--- config.mk ---
export PLATFORM = sky130hd
export DESIGN_NAME = mfsd_slave_decoder
export DESIGN_NICKNAME = d
export VERILOG_FILES = /design/src/rtl/mfsd_pkg.sv /design/src/rtl/mfsd_tt_classify.sv /design/src/rtl/mfsd_window_match.sv /design/src/rtl/mfsd_prio_pick.sv /design/src/rtl/mfsd_slave_decoder.sv
export SDC_FILE = /design/constraint.sdc
export NUM_CORES = 1
export LEC_CHECK = 0
export BUFFER_PORTS_ARGS = -buffer_cell sky130_fd_sc_hd__buf_2
export CAP_MARGIN = 0
export CORE_AREA = 2 2 128 130
export DETAILED_ROUTE_END_ITERATION = 8
export DIE_AREA = 0 0 130 132
export HOLD_SLACK_MARGIN = 0.05
export PLACE_DENSITY_LB_ADDON = 0.25
export SETUP_SLACK_MARGIN = 0.15
export SLEW_MARGIN = 20
export SYNTH_ARGS = -nofsm -noshare
export SYNTH_HDL_FRONTEND = slang
export SYNTH_HIERARCHICAL = 1
export SYNTH_SLANG_ARGS = --single-unit
--- constraint.sdc ---
create_clock -name clk -period 1.2 [get_ports clk]
set_clock_uncertainty 0.1 [all_clocks]
set_input_delay 0.3 -clock clk [delete_from_list [all_inputs] [get_ports clk]]
set_output_delay 0.3 -clock clk [all_outputs]
set_load 0.01 [all_outputs]
--- src/rtl/mfsd_pkg.sv ---
package mfsd_pkg;

    typedef enum logic [1:0] {
        CLS_NONE      = 2'd0,
        CLS_ADDR_ONLY = 2'd1,
        CLS_READ      = 2'd2,
        CLS_WRITE     = 2'd3
    } xfer_cls_e;

    typedef enum logic [1:0] {
        ST_IDLE = 2'd0,
        ST_ACK  = 2'd1,
        ST_SKIP = 2'd2
    } dec_state_e;

    localparam int TTW = 5;

    // Address-only cache / ordering operations
    localparam logic [TTW-1:0] TT_CLEAN    = 5'b00000;
    localparam logic [TTW-1:0] TT_FLUSH    = 5'b00100;
    localparam logic [TTW-1:0] TT_SYNC     = 5'b01000;
    localparam logic [TTW-1:0] TT_KILL     = 5'b01100;
    // Data transfers
    localparam logic [TTW-1:0] TT_WR_FLUSH = 5'b00010;
    localparam logic [TTW-1:0] TT_WR_KILL  = 5'b00110;
    localparam logic [TTW-1:0] TT_RD       = 5'b01010;
    localparam logic [TTW-1:0] TT_RD_MOD   = 5'b01110;

    localparam int MSELW = 3;

endpackage

--- src/rtl/mfsd_tt_classify.sv ---
module mfsd_tt_classify
    import mfsd_pkg::*;
(
    input  logic [TTW-1:0] ttype,
    output xfer_cls_e      cls
);

    always_comb begin
        unique case (ttype)
            TT_CLEAN, TT_FLUSH, TT_SYNC, TT_KILL: cls = CLS_ADDR_ONLY;
            TT_RD, TT_RD_MOD:                     cls = CLS_READ;
            TT_WR_FLUSH, TT_WR_KILL:              cls = CLS_WRITE;
            default:                              cls = CLS_NONE;
        endcase
    end

endmodule

--- src/rtl/mfsd_window_match.sv ---
module mfsd_window_match
    import mfsd_pkg::*;
#(
    parameter int AW = 32
) (
    input  logic [AW-1:0]    addr,
    input  logic [AW-1:0]    base,
    input  logic [AW-1:0]    mask,
    input  logic             en,
    input  logic             mdec,
    input  logic [MSELW-1:0] msel,
    input  logic             single_only,
    input  logic             arb_en,
    input  logic [1:0]       owner_id,
    input  logic             single_beat,
    input  xfer_cls_e        cls,
    output logic             qualify
);

    logic addr_hit;
    logic filt_on;
    logic master_ok;
    logic is_data;
    logic beat_ok;

    assign addr_hit = en && (((addr ^ base) & mask) == '0);
    assign filt_on  = arb_en && mdec;

    // Owner IDs 1..3 select msel bits 0..2; ID 0 never matches.
    always_comb begin
        unique case (owner_id)
            2'd1:    master_ok = msel[0];
            2'd2:    master_ok = msel[1];
            2'd3:    master_ok = msel[2];
            default: master_ok = 1'b0;
        endcase
    end

    assign is_data = (cls == CLS_READ) || (cls == CLS_WRITE);
    assign beat_ok = !single_only || !is_data || single_beat;

    assign qualify = addr_hit && (cls != CLS_NONE) && beat_ok
                  && (!filt_on || master_ok);

endmodule

--- src/rtl/mfsd_prio_pick.sv ---
module mfsd_prio_pick #(
    parameter int NWIN = 4,
    localparam int IW = (NWIN > 1) ? $clog2(NWIN) : 1,
    localparam int CW = $clog2(NWIN + 1)
) (
    input  logic [NWIN-1:0] qual,
    output logic            any,
    output logic            multi,
    output logic [IW-1:0]   idx
);

    logic [CW-1:0] cnt;

    always_comb begin
        any = 1'b0;
        idx = '0;
        cnt = '0;
        for (int i = NWIN - 1; i >= 0; i--) begin
            if (qual[i]) begin
                any = 1'b1;
                idx = IW'(i);
                cnt = cnt + CW'(1);
            end
        end
        multi = (cnt > CW'(1));
    end

endmodule

--- src/rtl/mfsd_slave_decoder.sv ---
module mfsd_slave_decoder
    import mfsd_pkg::*;
#(
    parameter int AW   = 32,
    parameter int NWIN = 4,
    localparam int IW  = (NWIN > 1) ? $clog2(NWIN) : 1
) (
    input  logic                  clk,
    input  logic                  rst_n,
    input  logic                  arb_en,
    input  logic [1:0]            owner_id,
    input  logic                  addr_start,
    input  logic [AW-1:0]         addr,
    input  logic [TTW-1:0]        ttype,
    input  logic                  single_beat,
    input  logic [NWIN-1:0]       cfg_en,
    input  logic [NWIN*AW-1:0]    cfg_base,
    input  logic [NWIN*AW-1:0]    cfg_mask,
    input  logic [NWIN-1:0]       cfg_mdec,
    input  logic [NWIN*MSELW-1:0] cfg_msel,
    input  logic [NWIN-1:0]       cfg_single_only,
    output logic                  claim,
    output logic                  aack,
    output logic [IW-1:0]         claim_win,
    output logic [1:0]            claim_cls,
    output logic                  conflict
);

    xfer_cls_e       cls;
    logic [NWIN-1:0] qual;
    logic            any_q;
    logic            multi_q;
    logic [IW-1:0]   pick;

    dec_state_e      state, state_nxt;
    logic [IW-1:0]   win_r;
    xfer_cls_e       cls_r;
    logic            conflict_r;

    mfsd_tt_classify u_cls (
        .ttype (ttype),
        .cls   (cls)
    );

    for (genvar w = 0; w < NWIN; w++) begin : g_win
        mfsd_window_match #(.AW(AW)) u_match (
            .addr        (addr),
            .base        (cfg_base[w*AW +: AW]),
            .mask        (cfg_mask[w*AW +: AW]),
            .en          (cfg_en[w]),
            .mdec        (cfg_mdec[w]),
            .msel        (cfg_msel[w*MSELW +: MSELW]),
            .single_only (cfg_single_only[w]),
            .arb_en      (arb_en),
            .owner_id    (owner_id),
            .single_beat (single_beat),
            .cls         (cls),
            .qualify     (qual[w])
        );
    end

    mfsd_prio_pick #(.NWIN(NWIN)) u_pick (
        .qual  (qual),
        .any   (any_q),
        .multi (multi_q),
        .idx   (pick)
    );

    // Next-state: claim / reject / settle, same from every state.
    always_comb begin
        state_nxt = ST_IDLE;
        unique case (state)
            ST_IDLE, ST_ACK, ST_SKIP: begin
                if (addr_start)
                    state_nxt = any_q ? ST_ACK : ST_SKIP;
                else
                    state_nxt = ST_IDLE;
            end
            default: state_nxt = ST_IDLE;
        endcase
    end

    // State register
    always_ff @(posedge clk or negedge rst_n) begin
        if (!rst_n) state <= ST_IDLE;
        else        state <= state_nxt;
    end

    // Tenure capture and sticky conflict
    always_ff @(posedge clk or negedge rst_n) begin
        if (!rst_n) begin
            win_r      <= '0;
            cls_r      <= CLS_NONE;
            conflict_r <= 1'b0;
        end else if (addr_start) begin
            if (any_q) begin
                win_r <= pick;
                cls_r <= cls;
            end
            if (multi_q) conflict_r <= 1'b1;
        end
    end

    // Outputs decoded from state
    always_comb begin
        claim     = 1'b0;
        aack      = 1'b0;
        claim_win = '0;
        claim_cls = CLS_NONE;
        unique case (state)
            ST_ACK: begin
                claim     = 1'b1;
                aack      = 1'b1;
                claim_win = win_r;
                claim_cls = cls_r;
            end
            ST_IDLE, ST_SKIP: ;
            default: ;
        endcase
    end

    assign conflict = conflict_r;

endmodule

==> metrics.md, run 1 <==
| Metric | Value |
|---|---|
| Outcome | `finished with violations` |
| Failing checks | `negative setup slack` |
| Simple-gate share of the synthesized area | `12.1%` |
| Share of layout cells above drive strength 1 | `66.6%` |
| Worst skew pair latency | `230 ps` |
| Synth unique cells | `30` |
| Initial antenna violation count | `0` |
| LEAKAGE | `2.84 nW` |
| Synth Area in Compound Gates | `28.4%` |
| DP Area | `4880 um^2` |
| CTS tree | `yes` |
| Max-cap viol count | `0` |
| Number of global-route vias before repair | `3831` |
| Avg WL per Cell | `14.2 um` |
| Area grow syn2layout | `110%` |
| Largest family of logic cells by synthesized area | `XOR/XNOR gates` |
| Worst Path Max Fanout | `2` |
| Fin. max-slew vios | `0` |
| Via count | `3620` |
| Die X | `130 um` |
| Final Cycle Share | `235%` |
| GRT overflow | `0` |
| Crit path DAT | `2840 ps` |
| CTS H-tree depth | `1` |
| Row Count | `46` |
| Top post-synthesis cells by area | `xor2_1, a221oi_2, a22o_1` |
| Inst Count DP | `877` |
| Rel. slew slack | `74.9%` |
| Syn Nets | `612` |
| Final nets | `1009` |
| Post-synth top area share | `45.2%` |
| First-pass GRT wire length | `18900 um` |
| Crit start category | `input port` |
| Global Route Usage Sum | `13.9%` |
| Vias per std cell | `4.04` |
| CP Capture Type | `flip-flop` |
| Gpl congestion | `0.846` |
| Adder-cell area share of the yosys netlist | `2.48%` |
| CTS root buffer | `clkbuf_16` |
| Port buffer count | `329` |
| Seq cells post-synth | `7` |
| Worst setup margin | `-1620 ps` |
| Non-Filler Instances | `895` |
| Syn Inst Count | `283` |
| DRT Wirelength | `12700 um` |
| Drt drc | `0` |
| Seq/Total Area, Yosys | `6.95%` |
| Peak VDD IR | `0.000348 V` |
| Die area | `17200 um^2` |
| Worst EP required | `1220 ps` |
| Mux contribution to synthesized area | `4.17%` |
| Setup CP Type | `input port to flip-flop` |
| Core box area | `15700 um^2` |
| Final setup violation count | `13` |
| Finished Core Util | `33.8%` |
| Pre-antenna DRT Iters | `4` |
| F_max | `354 MHz` |
| Reg area | `175 um^2` |
| CTS clk-pin slew, worst paths | `40 ps` |
| CTS max path bufs | `2` |
| Starting Density | `16.0%` |
| Fill cells | `1671` |
| Hold Path Class | `input port to flip-flop` |
| RSZ-0062 raised after global routing | `yes` |
| Inserted Clock Buffers | `3` |
| Drt initial violations | `54` |
| Area leader, netlist | `xor2_1` |
| XOR/XNOR Fraction of Synth Area | `45.2%` |
| I/O Pins | `331` |
| Post-Syn Area | `2520 um^2` |
| Clk sinks | `7` |
| Multi-input gate area | `2520 um^2` |
| Die H | `132 um` |
| Post-DRT Antenna Nets | `0` |
| Largest net degree at the start of global routing | `8` |
| Ys Warns | `6` |
| Cell area power density | `444 nW/um^2` |
| # diodes | `0` |
| Worst-Margin Slew | `376 ps` |
| Design Area, Final | `5300 um^2` |
| HPWL after DPL | `11700 um` |
| Synth Area per Inst | `8.90 um^2` |
| Final Hold Fails | `0` |
| Tmin final | `2820 ps` |
==> sequential cells by signal, indices dropped and copies added (netlist names) <==
name,flops
conflict,1
win_r,2
cls_r,2
state,2
==> cells in the mapped netlist <==
library cell  number
and3_2             1
o22ai_1            4
a21oi_1            2
dfrtp_1            7
nand4_1            8
xor2_1           130
a22oi_1           16
mux2_2             4
a221oi_1           8
a221oi_2          16
o2111ai_1          4
nand2b_1           1
inv_1              3
nor4_2             4
and2b_1            1
nand3_1            8
mux2_4             4
o32a_2             1
nand2_2            1
ha_1               5
and2_1             4
a211oi_2           1
a22o_1            20
nand2_1           21
a211oi_1           1
nor3_1             1
nor3b_2            1
a21o_2             1
buf_4              1
nor2_1             4
==> worst max-delay path, cell delays in order <==
cell	delay (ps)
buf_2	100
xor2_1	150
a22o_1	210
a221oi_2	280
nand4_1	250
nor4_4	290
inv_2	90
ha_4	240
xor2_1	160
ha_1	290
nand2b_4	130
o32a_2	170
a21o_2	180
==> area by class of cell <==
cell class	count	area share [%]
Sequential cell	7	3.30
Multi-Input combinational cell	272	47.5
Tap cell	216	5.10
Inverter	3	0.212
Clock buffer	4	1.49
Timing Repair Buffer	393	42.4
==> placed cells by master (no fill, tap or decap), types with 4 or more instances in the layout <==
| master | count |
|---|---|
| a221oi_2 | 21 |
| nor4_4 | 4 |
| mux2_2 | 4 |
| o2111ai_1 | 4 |
| nand2_1 | 19 |
| dfrtp_1 | 7 |
| buf_6 | 20 |
| and2_4 | 4 |
| a22oi_1 | 16 |
| nand4_1 | 8 |
| mux2_4 | 4 |
| xor2_1 | 130 |
| nor2_1 | 4 |
| a22o_1 | 20 |
| nand3_1 | 5 |
| buf_4 | 57 |
| buf_2 | 314 |
==> layer usage <==
metal	vias to the layer above	GRT usage [%]	routed length (um)
li1	1859	-	-
met1	1558	15.7	4890
met4	0	2.21	209
met5	-	0	0
met3	19	2.64	925
met2	184	26.9	6690
==> path summary, 6_finish.rpt <==
check	startpoint	end	slack (ps)	cells past startpoint
hold reg to reg	conflict	conflict	390	1
hold / removal	addr_start	state[1]	260	3
setup / recovery	cfg_base[124]	conflict	-1620	13
setup reg to reg	state[1]	state[1]	180	3
max in group asynchronous	rst_n	win_r[0]	490	2
min in group asynchronous	rst_n	cls_r[1]	350	2
==> timing repair <==
item                                   4_1_cts  5_1_grt
pin swaps                                   14       15
hold buffers                                 1        0
endpoints found under the hold margin        7        0
resized for setup                           33       16
setup buffers                                5        8
setup endpoints to repair                   14       14
==> per-stage QoR <==
step	power (mW)	hold slack, ps	setup TNS [ps]	setup WS (ps)
2_1_floorplan	0.835	-95.6	-7180	-1560
3_3_place_gp	1.74	43.2	-10480	-1870
3_5_place_dp	1.74	45.3	-10690	-1890
4_1_cts	2.36	254	-11280	-1600
5_1_grt	2.54	261	-13060	-1750
6_report	2.36	256	-11960	-1620
==> kinds of logic after synthesis <==
group,after synthesis
compound gates,74
xor+xnor,130
fa+ha+maj,5
buf+inv,4
flops,7
mux,8
simple gates,55
==> power by group <==
part           total, mW  switching (mW)  internal [mW]  leakage, nW
logic               1.55           0.687          0.865         2.71
clock network      0.565           0.123          0.442       0.0382
registers          0.240        0.000799          0.239       0.0955
total               2.36           0.811           1.55         2.84
Power figures use the tool's default switching activity.
==> run 2: changes to the inputs <==
- ABC_AREA: default -> 1
- CORE_AREA: 2 2 128 130 -> 2 2 130 132
- DIE_AREA: 0 0 130 132 -> 0 0 132 134
- REMOVE_ABC_BUFFERS: default -> 1
- SETUP_SLACK_MARGIN: 0.15 -> 0.05
==> run 2 against run 1 <==
Flip-flop and latch count unchanged. Synthesized cell count increased to 2.7 times the previous value. Global-route usage increased by 2.4 points. Critical endpoint unchanged. The run still ends with negative setup slack left. Via count increased by 54%. Total power decreased by 0.58%. Clock-buffer cell count unchanged. Routed wire length increased by 20%. First-iteration DRC count increased to 3.3 times the previous value. Critical path depth increased by 5. Largest power group unchanged. Highest routed layer is now met5.
==> metrics.md, run 2 <==
| Metric | Value |
|---|---|
| Outcome | `finished with violations` |
| Failing checks | `negative setup slack` |
| Worst setup margin | `-1190 ps` |
| HPWL after DPL | `14100 um` |
| Via count | `5591` |
| Crit path DAT | `2410 ps` |
| Synth Area per Inst | `4.48 um^2` |
| Drt drc | `0` |
| First-pass GRT wire length | `23700 um` |
| RSZ-0062 raised after global routing | `yes` |
| Crit start category | `input port` |
| Fin. max-slew vios | `0` |
| Fill cells | `1898` |
| Commonest non-fill, non-tap cell in the layout | `buf_2` |
| I/O Pins | `331` |
| Largest net degree at the start of global routing | `9` |
| CTS max path bufs | `2` |
| Worst EP required | `1220 ps` |
| DRT Wirelength | `15300 um` |
| Inserted Clock Buffers | `3` |
| Area grow syn2layout | `76.6%` |
| Port buffer count | `329` |
| Tmin final | `2390 ps` |
| Row Count | `47` |
| Pre-antenna DRT Iters | `4` |
| Final Hold Fails | `0` |
| Core box area | `16300 um^2` |
| Final setup violation count | `13` |
| CP Capture Type | `flip-flop` |
| Worst-Margin Slew | `249 ps` |
| Fin Setup TNS | `-6890 ps` |
| Clk sinks | `7` |
| Commonest non-fill, non-tap cells in the layout | `buf_2, nand2_1, inv_1, nand3_1, nor2_1` |
| Post-DRT Antenna Nets | `0` |
| WHS | `268 ps` |
| F_max | `419 MHz` |
| Die X | `132 um` |
| CTS root buffer | `clkbuf_16` |
| Most numerous cell in the Yosys netlist | `nand2_1` |
| Rel. slew slack | `83.4%` |
| Biggest regs | `cls_r: 2 flops, state: 2 flops, win_r: 2 flops` |
| Top post-synthesis cells by area | `nand2_1, inv_1, nand3_1` |
| Hold Path Origin | `addr_start` |
| Post-Syn Area | `3380 um^2` |
| GRT overflow | `0` |
| Vias per std cell | `4.08` |
| Final nets | `1477` |
| Crit Reg-Reg Endpoint | `conflict` |
| Post-synth top area share | `34.4%` |
| Ys Warns | `6` |
| Die area | `17700 um^2` |
| Worst R2R Path Depth | `3` |
| Reg-to-Reg Start | `conflict` |
| CTS clk-pin slew, worst paths | `40 ps` |
| Final Cycle Share | `199%` |
| Cell area power density | `393 nW/um^2` |
| Die H | `134 um` |
| Pre-CTS setup slack | `-1660 ps` |
| Drt initial violations | `177` |
| Setup CP Type | `input port to flip-flop` |
| Number of global-route vias before repair | `5141` |
| Hold Path Class | `input port to flip-flop` |
| Hold Path End | `state[1]` |
| Worst reg-to-reg setup slack | `400 ps` |
| EDFF count, synth | `0` |
| Avg WL per Cell | `11.2 um` |
| LEAKAGE | `3.88 nW` |
| Share of layout cells above drive strength 1 | `37.2%` |
| Area leader, netlist | `nand2_1` |
| CTS tree | `yes` |
| Starting Density | `20.7%` |
| Peak VDD IR | `0.000313 V` |
| Worst Path Max Fanout | `5` |
| CTS H-tree depth | `1` |
| Max-cap viol count | `0` |
| Global Route Usage Sum | `16.3%` |
| Initial antenna violation count | `3` |
| Seq cells post-synth | `7` |
| Worst skew pair latency | `230 ps` |
| Seq/Total Area, Yosys | `5.18%` |
| Most used flip-flop cell after synthesis | `dfrtp_1` |
| Hold depth | `3` |
| Commonest cells post-synth | `nand2_1, inv_1, nand3_1, nor2_1, or2_1` |
| Syn Inst Count | `754` |
| Gpl congestion | `0.814` |
| Asr flop ratio synth | `100%` |
| Synth unique cells | `20` |
## run 2: cell types whose count changed in the layout (fill, tap and decap cells not counted), sizes merged, moves of 12 or more
cell	previous run	this run
xor2	130	1
nand2	22	311
nand3	8	107
or2	0	25
a22o	20	0
a221oi	24	0
nor2	4	91
a22oi	16	0
inv	3	157
nand3b	0	12
## run 2: worst max-delay path by stage
stage	start	to	slack, ps	cells past startpoint
final	addr[3]	conflict	-1190	18
after global routing	ttype[0]	conflict	-1370	20
after CTS	ttype[0]	conflict	-1250	20
after detailed placement	ttype[0]	conflict	-1660	20
after global placement	ttype[0]	conflict	-1620	20
after floorplan	ttype[0]	conflict	-1470	19
## run 2: kinds of logic (layout without fill, tap and decap cells)
logic type / after synthesis / after routing / share of synthesized area [%]
AO/OA/AOI/OAI: 28 / 28 / 4.89
XOR/XNOR: 1 / 1 / 0.259
adder cells (fa/ha/maj): 5 / 5 / 1.85
buffers and inverters: 158 / 551 / 17.7
flip-flops: 7 / 7 / 5.18
other: 0 / 2 / 0
AND/OR/NAND/NOR: 555 / 555 / 70.2
## run 2: per-stage QoR
stage	utilization [%]	instances	power [mW]	instance area (um^2)
CTS	36.2	1366	2.36	5900
floorplan	-	753	0.840	3370
finish	36.6	1369	2.34	5970
detailed placement	34.9	1355	1.75	5690
global route	36.6	1368	2.59	5970
global placement	34.9	1355	1.73	5690
## run 2: repair_timing
item / CTS / global route
resized for setup: 18 / 19
buffers inserted: 6 / 2
gates cloned: 0 / 0
endpoints found under the setup margin: 14 / 14
pin swaps: 13 / 17
hold endpoints to repair: 7 / 0
hold buffers: 1 / 0
## run 2: layout make-up
class                           count  area (um^2)  share of cell area, %
Antenna cell                        2         5.00                 0.0838
Clock buffer                        4         78.8                   1.32
Inverter                          157          592                   9.91
Multi-Input combinational cell    589         2710                   45.4
Sequential cell                     7          175                   2.93
Tap cell                          220          275                   4.61
Timing Repair Buffer              390         2140                   35.8
## run 2: critical path: stages
cell and delay, ps:
buf_2 120, or2_0 200, nand3_1 70, nand2_1 60
nor2_2 90, nand2_1 90, nor2_1 160, nand2_1 80
nor2_2 120, inv_2 60, ha_4 270, xor2_1 140
ha_1 230, or2_1 200, nand2_1 60, nand2_1 50
nand2_1 50, nand2_1 50
## run 2: metal layers
layer / global-route usage, % / share of wire, % / up-vias / routed length (um)
met2: 29.3 / 48 / 195 / 7300
li1: - / - / 3076 / -
met1: 19.9 / 43 / 2291 / 6650
met5: 0 / 0.085 / - / 13
met3: 2.99 / 6.4 / 27 / 983
met4: 4.23 / 2.3 / 2 / 350
## run 2: power breakdown
| group | total (mW) | leakage (nW) | switching, mW | internal (mW) |
|---|---|---|---|---|
| combinational | 1.53 | 3.75 | 0.740 | 0.788 |
| sequential | 0.240 | 0.0903 | 0.00125 | 0.239 |
| clock | 0.575 | 0.0382 | 0.133 | 0.443 |
| total | 2.34 | 3.88 | 0.874 | 1.47 |
